<file path="config.mk">
export PLATFORM = sky130hd
export DESIGN_NAME = period_pwm_timer
export DESIGN_NICKNAME = d
export VERILOG_FILES = /design/src/rtl/ptmr_pkg.sv /design/src/rtl/ptmr_count.sv /design/src/rtl/ptmr_post.sv /design/src/rtl/ptmr_pwm.sv /design/src/rtl/period_pwm_timer.sv
export SDC_FILE = /design/constraint.sdc
export NUM_CORES = 1
export LEC_CHECK = 0
export BUFFER_PORTS_ARGS = -buffer_cell sky130_fd_sc_hd__clkbuf_2
export CORE_MARGIN = 1.5
export CORE_UTILIZATION = 64
export DETAILED_ROUTE_END_ITERATION = 8
export PLACE_DENSITY = 0.87
export SLEW_MARGIN = 30
export SYNTH_ARGS = -nofsm -noshare
export SYNTH_HDL_FRONTEND = slang
export SYNTH_SLANG_ARGS = --single-unit
</file>
<file path="constraint.sdc">
create_clock -name clk -period 3.8 [get_ports clk]
set_input_delay 0.38 -clock clk [delete_from_list [all_inputs] [get_ports clk]]
set_output_delay 0.38 -clock clk [all_outputs]
set_load 0.01 [all_outputs]
</file>
<file path="src/rtl/ptmr_pkg.sv">
package ptmr_pkg;
  localparam int TMR_W  = 8;
  localparam int FRAC_W = 2;
  localparam int PRE_W  = 4;
  localparam int POST_W = 4;
  localparam int DUTY_W = TMR_W + FRAC_W;

  // control byte: [6:3] postscale, [2] run, [1:0] prescale select
  typedef struct packed {
    logic [POST_W-1:0] post_sel;
    logic              run;
    logic [1:0]        pre_sel;
  } ctrl_t;

  // last prescaler count before the timer advances
  function automatic logic [PRE_W-1:0] pre_last(input logic [1:0] sel);
    case (sel)
      2'b00:   return PRE_W'(0);
      2'b01:   return PRE_W'(3);
      default: return PRE_W'(15);
    endcase
  endfunction

  // fractional LSBs that extend the timer to the duty resolution
  function automatic logic [FRAC_W-1:0] frac_pick(input logic [1:0] sel,
                                                  input logic [1:0] phase,
                                                  input logic [PRE_W-1:0] pre);
    case (sel)
      2'b00:   return phase;
      2'b01:   return pre[1:0];
      default: return pre[3:2];
    endcase
  endfunction
endpackage

</file>
<file path="src/rtl/ptmr_count.sv">
module ptmr_count
  import ptmr_pkg::*;
#(
  parameter int TW = TMR_W
) (
  input  logic          clk,
  input  logic          rst_n,
  input  logic          run,
  input  logic [1:0]    pre_sel,
  input  logic          tmr_load,
  input  logic [TW-1:0] load_val,
  input  logic          pre_clr,
  input  logic [TW-1:0] period,
  output logic [TW-1:0] timer,
  output logic [FRAC_W-1:0] frac,
  output logic          period_end
);
  logic [1:0]       phase;
  logic [PRE_W-1:0] pre_cnt;
  logic             tick;
  logic             advance;

  assign tick       = (phase == 2'd3);
  assign advance    = run && tick && (pre_cnt == pre_last(pre_sel));
  assign period_end = advance && (timer == period);
  assign frac       = frac_pick(pre_sel, phase, pre_cnt);

  // quarter-cycle phase runs freely, like the instruction clock
  always_ff @(posedge clk or negedge rst_n) begin
    if (!rst_n) phase <= '0;
    else        phase <= phase + 2'd1;
  end

  always_ff @(posedge clk or negedge rst_n) begin
    if (!rst_n)              pre_cnt <= '0;
    else if (pre_clr)        pre_cnt <= '0;
    else if (run && tick)    pre_cnt <= (pre_cnt == pre_last(pre_sel)) ? '0 : pre_cnt + 1'b1;
  end

  always_ff @(posedge clk or negedge rst_n) begin
    if (!rst_n)          timer <= '0;
    else if (tmr_load)   timer <= load_val;
    else if (advance)    timer <= (timer == period) ? '0 : timer + 1'b1;
  end

  AST_PRESCALE_RANGE: assert property (@(posedge clk) disable iff (!rst_n)
    pre_cnt <= pre_last(pre_sel));
  AST_WRAP_TO_ZERO: assert property (@(posedge clk) disable iff (!rst_n)
    period_end && !tmr_load |=> timer == '0);
  AST_HOLD_WHEN_IDLE: assert property (@(posedge clk) disable iff (!rst_n)
    !run && !tmr_load |=> $stable(timer));
endmodule

</file>
<file path="src/rtl/ptmr_post.sv">
module ptmr_post
  import ptmr_pkg::*;
#(
  parameter int PW = POST_W
) (
  input  logic          clk,
  input  logic          rst_n,
  input  logic          clr,
  input  logic [PW-1:0] post_sel,
  input  logic          period_end,
  output logic          irq
);
  logic [PW-1:0] cnt;
  logic          last;

  assign last = (cnt == post_sel);

  always_ff @(posedge clk or negedge rst_n) begin
    if (!rst_n)           cnt <= '0;
    else if (clr)         cnt <= '0;
    else if (period_end)  cnt <= last ? '0 : cnt + 1'b1;
  end

  always_ff @(posedge clk or negedge rst_n) begin
    if (!rst_n) irq <= 1'b0;
    else        irq <= period_end && last && !clr;
  end

  AST_IRQ_SINGLE: assert property (@(posedge clk) disable iff (!rst_n)
    irq |=> !irq);
  AST_IRQ_NEEDS_END: assert property (@(posedge clk) disable iff (!rst_n)
    !period_end |=> !irq);
endmodule

</file>
<file path="src/rtl/ptmr_pwm.sv">
module ptmr_pwm
  import ptmr_pkg::*;
#(
  parameter int DW = DUTY_W
) (
  input  logic          clk,
  input  logic          rst_n,
  input  logic          pwm_mode,
  input  logic          period_end,
  input  logic [DW-1:0] duty_buf,
  input  logic [DW-1:0] tbase,
  output logic          pwm_out
);
  logic [DW-1:0] duty_act;
  logic          started;

  always_ff @(posedge clk or negedge rst_n) begin
    if (!rst_n) begin
      duty_act <= '0;
      started  <= 1'b0;
    end else if (period_end) begin
      duty_act <= duty_buf;
      started  <= 1'b1;
    end
  end

  // high from the boundary until the time base reaches the duty value
  assign pwm_out = pwm_mode && started && (tbase < duty_act);

  AST_DUTY_HELD: assert property (@(posedge clk) disable iff (!rst_n)
    !period_end |=> $stable(duty_act));
  AST_ZERO_DUTY_LOW: assert property (@(posedge clk) disable iff (!rst_n)
    duty_act == '0 |-> !pwm_out);
endmodule

</file>
<file path="src/rtl/period_pwm_timer.sv">
module period_pwm_timer
  import ptmr_pkg::*;
(
  input  logic             clk,
  input  logic             rst_n,
  input  logic             tmr_gate,
  input  logic             wr_en,
  input  logic [2:0]       wr_addr,
  input  logic [7:0]       wr_data,
  output logic             pwm_out,
  output logic             period_irq,
  output logic [TMR_W-1:0] timer_value
);
  localparam logic [2:0] A_TMR  = 3'd0;
  localparam logic [2:0] A_PER  = 3'd1;
  localparam logic [2:0] A_CTL  = 3'd2;
  localparam logic [2:0] A_DUTY = 3'd3;
  localparam logic [2:0] A_MODE = 3'd4;

  logic [TMR_W-1:0]  period_q;
  ctrl_t             ctrl_q;
  logic [TMR_W-1:0]  duty_hi_q;
  logic [5:0]        mode_q;

  logic              wr_tmr, wr_ctl;
  logic              cnt_clr;
  logic              run;
  logic              pwm_mode;
  logic              period_end;
  logic [FRAC_W-1:0] frac;
  logic [DUTY_W-1:0] duty_buf;

  assign wr_tmr   = wr_en && (wr_addr == A_TMR);
  assign wr_ctl   = wr_en && (wr_addr == A_CTL);
  assign cnt_clr  = wr_tmr || wr_ctl;
  assign run      = ctrl_q.run && tmr_gate;
  assign pwm_mode = (mode_q[3:2] == 2'b11);
  assign duty_buf = {duty_hi_q, mode_q[5:4]};

  always_ff @(posedge clk or negedge rst_n) begin
    if (!rst_n) begin
      period_q  <= '1;
      ctrl_q    <= '0;
      duty_hi_q <= '0;
      mode_q    <= '0;
    end else if (wr_en) begin
      case (wr_addr)
        A_PER:   period_q  <= wr_data;
        A_CTL:   ctrl_q    <= ctrl_t'(wr_data[6:0]);
        A_DUTY:  duty_hi_q <= wr_data;
        A_MODE:  mode_q    <= wr_data[5:0];
        default: ;
      endcase
    end
  end

  ptmr_count #(.TW(TMR_W)) u_count (
    .clk        (clk),
    .rst_n      (rst_n),
    .run        (run),
    .pre_sel    (ctrl_q.pre_sel),
    .tmr_load   (wr_tmr),
    .load_val   (wr_data),
    .pre_clr    (cnt_clr),
    .period     (period_q),
    .timer      (timer_value),
    .frac       (frac),
    .period_end (period_end)
  );

  ptmr_post #(.PW(POST_W)) u_post (
    .clk        (clk),
    .rst_n      (rst_n),
    .clr        (cnt_clr),
    .post_sel   (ctrl_q.post_sel),
    .period_end (period_end),
    .irq        (period_irq)
  );

  ptmr_pwm #(.DW(DUTY_W)) u_pwm (
    .clk        (clk),
    .rst_n      (rst_n),
    .pwm_mode   (pwm_mode),
    .period_end (period_end),
    .duty_buf   (duty_buf),
    .tbase      ({timer_value, frac}),
    .pwm_out    (pwm_out)
  );

  AST_MODE_GATE: assert property (@(posedge clk) disable iff (!rst_n)
    !(mode_q[3] && mode_q[2]) |-> !pwm_out);
  AST_LOAD_TIMER: assert property (@(posedge clk) disable iff (!rst_n)
    wr_tmr |=> timer_value == $past(wr_data));
endmodule

</file>
# Yosys cells after proc, flatten, opt, wreduce, memory -nomap -nowiden
# Index checks and enable logic that the tools add are counted.
[totals]
rom_bits = 0
word_cells = 63
ram_bits = 0
out_inout_bits = 10
reg_bits = 59
memories = 0
in_bits = 15
latchBits = 0
[classes]
muxes = 13
magnitude_cmp = 1
shifts = 0
n_mul = 0
bitwise_logic = 0
n_eq_ne = 11
reduce_logical = 21
addsub = 4
div_mod_pow = 0
[ops]
columns = ["operator", "n"]
rows = [
  ["2-to-1 mux 4 bit", 8],
  ["2-to-1 mux 8 bit", 3],
  ["== test 4 bit", 3],
  ["logical AND 1 bit", 10],
  ["< comparator 10 bit", 1],
  ["adder 4 x 1 -> 4 bit, second input constant", 2],
  ["adder 8 x 1 -> 8 bit, second input constant", 1],
  ["== test 8 bit", 1],
  ["one-hot mux 4 bit (2 select lines)", 1],
  ["AND reduction 2 bit", 4],
  ["== test 3 x 2 -> 1 bit, second input constant", 2],
  ["nonzero test 2 bit", 3],
  ["== test 2 bit, second input constant", 2],
  ["one-hot mux 2 bit (2 select lines)", 1],
  ["== test 3 x 1 -> 1 bit, second input constant", 1],
  ["== test 3 bit, second input constant", 1],
  ["logical NOT 3 bit", 1],
  ["adder 2 x 1 -> 2 bit, second input constant", 1],
  ["== test 2 x 1 -> 1 bit, second input constant", 1],
  ["logical NOT 2 bit", 1],
  ["logical NOT 1 bit", 1],
  ["logical OR 1 bit", 1],
]

# Logic depth before layout (Yosys ltp)
[logic_depth]
depth_word = 8
mapped_depth = 7
depth_no_buf = 7

# Hierarchy
# From an unflattened synthesis, not the netlist that was laid out.
[hier_totals]
cells_unflattened = 267
hier_area_um2 = 3021.6
[modules_own_cells]
columns = ["module", "instances", "cells_each", "seq_area_each_um2", "area_each_um2"]
rows = [
  ["period_pwm_timer", 1, 65, 685.7, 1152.4],
  ["ptmr_count", 1, 108, 350.3, 945.9],
  ["ptmr_pwm", 1, 65, 275.3, 616.8],
  ["ptmr_post", 1, 29, 125.1, 306.5],
]

# Least setup slack after synthesis
# Ideal clock, no wire load.
[synth_timing]
path_kind = "flip-flop to output port"
startpoint = "register u_count.timer[5]"
endpoint = "output port pwm_out"
required_time_ns = 3.420
stages_incl_launch_ff = 7
arrival_ns = 1.545
path_buffers = 0
slack_ns = 1.875
cell_sequence = "dfrtp_1 ha_1 a21o_1 a21o_1 a21oi_1 o21ai_0 a31oi_1"
[synth_via]
elab_chain_len = 2
[synth_lines]
columns = ["item", "line_no", "source"]
rows = [
  ["start, declared", "ptmr_count.sv:14", "output logic [TW-1:0] timer,"],
  ["start signal, assigned", "ptmr_count.sv:42", "else if (tmr_load) timer <= load_val;"],
  ["start signal, assigned", "ptmr_count.sv:43", "else if (advance) timer <= (timer == period) ? '0 : timer + 1'b1;"],
  ["< comparator 10 bit", "ptmr_pwm.sv:28", "assign pwm_out = pwm_mode && started && (tbase < duty_act);"],
  ["logical AND 1 bit", "ptmr_pwm.sv:28", ""],
  ["end, declared", "period_pwm_timer.sv:10", "output logic pwm_out,"],
]
# No other way between the ends.

# Worst setup path after layout
# Same ends and word-level chain as after synthesis.

==> results.txt <==
Hold Buf Count CTS: 0
FFs w/ async S/R, synth: 100.0%
first-pass GRT wire length: 11180 um
Final Cycle Share: 63.86%
vias in the first global route: 2291
CP peak stage delay: 0.47 ns
synth unique cells: 40
Worst-path clk slew: 0.07 ns
mapped cell area: 0.002924 mm^2
Hold Crit Class: in -> async
crit-path max FO: 7
Antenna Nets Post-Route: 0
crit end category: output pin
Final Critical Period: 2.427 ns
Post-synth EDFFs: 0
worst-margin pin slew: 0.7318 ns
Fin Clk Skew: 0.008380 ns
sequential share of the synthesized area: 49.12%
Ant. Diodes: 0
Synth Net Count: 297
PwrDens: 502.7 mW/mm^2
Largest delay share family, worst path: compound AO/OA/AOI/OAI gates
Worst Path Required: 3.42 ns
Slew headroom: 51.04%
Max-Cap Viols: 0
worst hold margin: 0.07514 ns
initial antenna violation count: 0
most frequent cell after synthesis: dfrtp_1
Synth area leaders: dfrtp_1, mux2_2, dfstp_2, ha_1, nand2_1
#FFs+latches synth: 57
Cell Chain, Critical Path: ha_1 -> a21o_1 -> a21o_1 -> a21oi_1 -> o21ai_0 -> a31oi_1 -> clkbuf_2
setup bufs post-CTS: 0
internal power: 1.187 mW
Avg Cell Area, Syn: 10.87 um^2
htree depth: 3
final wirelength: 6670 um
First-pass DRT Iterations: 6
setup tns final: 0 ns
grt peak-use layer: met2
Worst path slowest cell: dfrtp_1
die height: 70.60 um
fin nets: 327
RSZ-0062 raised after global routing: no
number of DRC markers in iteration 0: 160
M2 GR Usage: 44.03%
max frequency: 412.1 MHz
CP Launch Type: flop
worst reg2reg setup slack: 1.64 ns
top-area cell type share of the netlist area: 41.93%
vias per inst: 6.399
Max Transition Viols Final: 0
Combinational Power Share: 16.5%
status: finished clean
Die Area: 0.004984 mm^2
Reg power frac: 48.6%
top cells by count, synth: dfrtp_1, mux2_2, nand2_1
vias: 2278
TritonCTS Sinks: 57
I/O pins: 25
DR WL/cell: 18.74 um
core region area: 0.004384 mm^2
Clock Path Buffers: 2
Leak: 1.540 nW
crit-path most repeated cell: a21o_1
CTS buffer count: 9
CP bufs+invs: 1
Die X: 70.60 um
met3 Use GR: 8.405%
Synth-to-Final Area Change: 12.62%
Residual DRC: 0
largest net degree at the start of global routing: 31
final setup vio count: 0
CP arrival: 2.05 ns
DP Wirelength: 4478 um
port bufs: 24
cell type with the largest total area after synthesis: dfrtp_1
Initial Utilization: 66.70%
routability cong.: 0.8587
gr ovfl total: 0
Clk pwr share: 34.9%
GRT Util Overall: 29.61%
CTS resizes: 0
CTS Root Cell: clkbuf_8
CP Class: reg -> out
Final Util: 75.11%
top_reg_cell synth: dfrtp_1
met1 global-route usage: 39.56%
worst vdd ir: 0.0003648 V
ratio of cells with drive above 1 in the final layout: 29.28%
Ys Warns: 0
Fin. Hold Viols: 0
# rows: 24
switch share: 28.32%
Net Switching: 0.4689 mW
Cells after Synth: 269
CTS tree: done
clk_lat worst skew: 0.34 ns
## through the flow
stage,instance area [um^2],instances,power [mW],setup slack (ns)
3_3_place_gp,3082,340,1.063,1.732
3_5_place_dp,3082,340,1.078,1.730
2_1_floorplan,2924,269,0.9760,1.875
4_1_cts,3293,356,1.661,1.356
5_1_grt,3293,356,1.730,1.257
6_report,3293,356,1.655,1.373
## cell type report
type                       instances  area, um^2
timing repair buffer              26       135.1
clock buffer                      15       206.4
sequential                        57        1436
clock inverter                     1       5.005
tap                               52       65.06
inverter                          12       45.04
multi-input combinational        193        1400
fill                             288        1091
## layout by cell type, fill, tap and decap left out, drive strengths merged, types with 8 or more instances in the layout
cell and instances:
o21ai 20, nand3 10, xor2 8, a21oi 19, ha 13, nand2 26
dfrtp 49, inv 12, dfstp 8, nor2 9, clkbuf 39, nor3 10
mux2 29
## final timing paths
check,startpoint,end,cells after the start
max,u_count.timer[5],pwm_out,7
min,rst_n,u_pwm.duty_act[4],1
max reg2reg,u_count.timer[3],u_count.timer[5],5
min reg2reg,u_count.phase[0],u_count.phase[0],1
max in group asynchronous,rst_n,u_post.irq,2
min in group clk,wr_data[0],ctrl_q[0],2
## routing by layer
| layer | up-vias | wire [um] |
|---|---|---|
| li1 | 1032 | - |
| met4 | 0 | 220 |
| met3 | 26 | 517 |
| met5 | - | 0 |
| met1 | 1120 | 2791 |
| met2 | 100 | 3141 |
## sequential cells by signal, indices dropped and copies added (netlist names), 2 cells and up
name             flops
u_count.phase        2
u_count.pre_cnt      4
mode_q               4
u_post.cnt           4
period_q             8
ctrl_q               7
duty_hi_q            8
u_pwm.duty_act      10
u_count.timer        8
## power by group through the flow
stage / sequential, mW / clock (mW) / combinational [mW]
4_1_cts: 0.801 / 0.586 / 0.274
2_1_floorplan: 0.792 / 0 / 0.184
3_5_place_dp: 0.811 / 0 / 0.268
5_1_grt: 0.815 / 0.611 / 0.304
3_3_place_gp: 0.805 / 0 / 0.258
6_report: 0.804 / 0.578 / 0.273
## cells by family (layout without fill, tap and decap cells)
family	after synthesis	in the layout	share of synthesized area [%]
AND/OR/NAND/NOR	80	80	14.29
flip-flops	57	57	49.12
AO/OA/AOI/OAI	56	56	12.24
multiplexers	32	32	12.20
buffers and inverters	19	54	2.995
adder cells (fa/ha/maj)	13	13	5.563
XOR/XNOR	12	12	3.594
No activity file was read; power rests on OpenSTA's default activity.
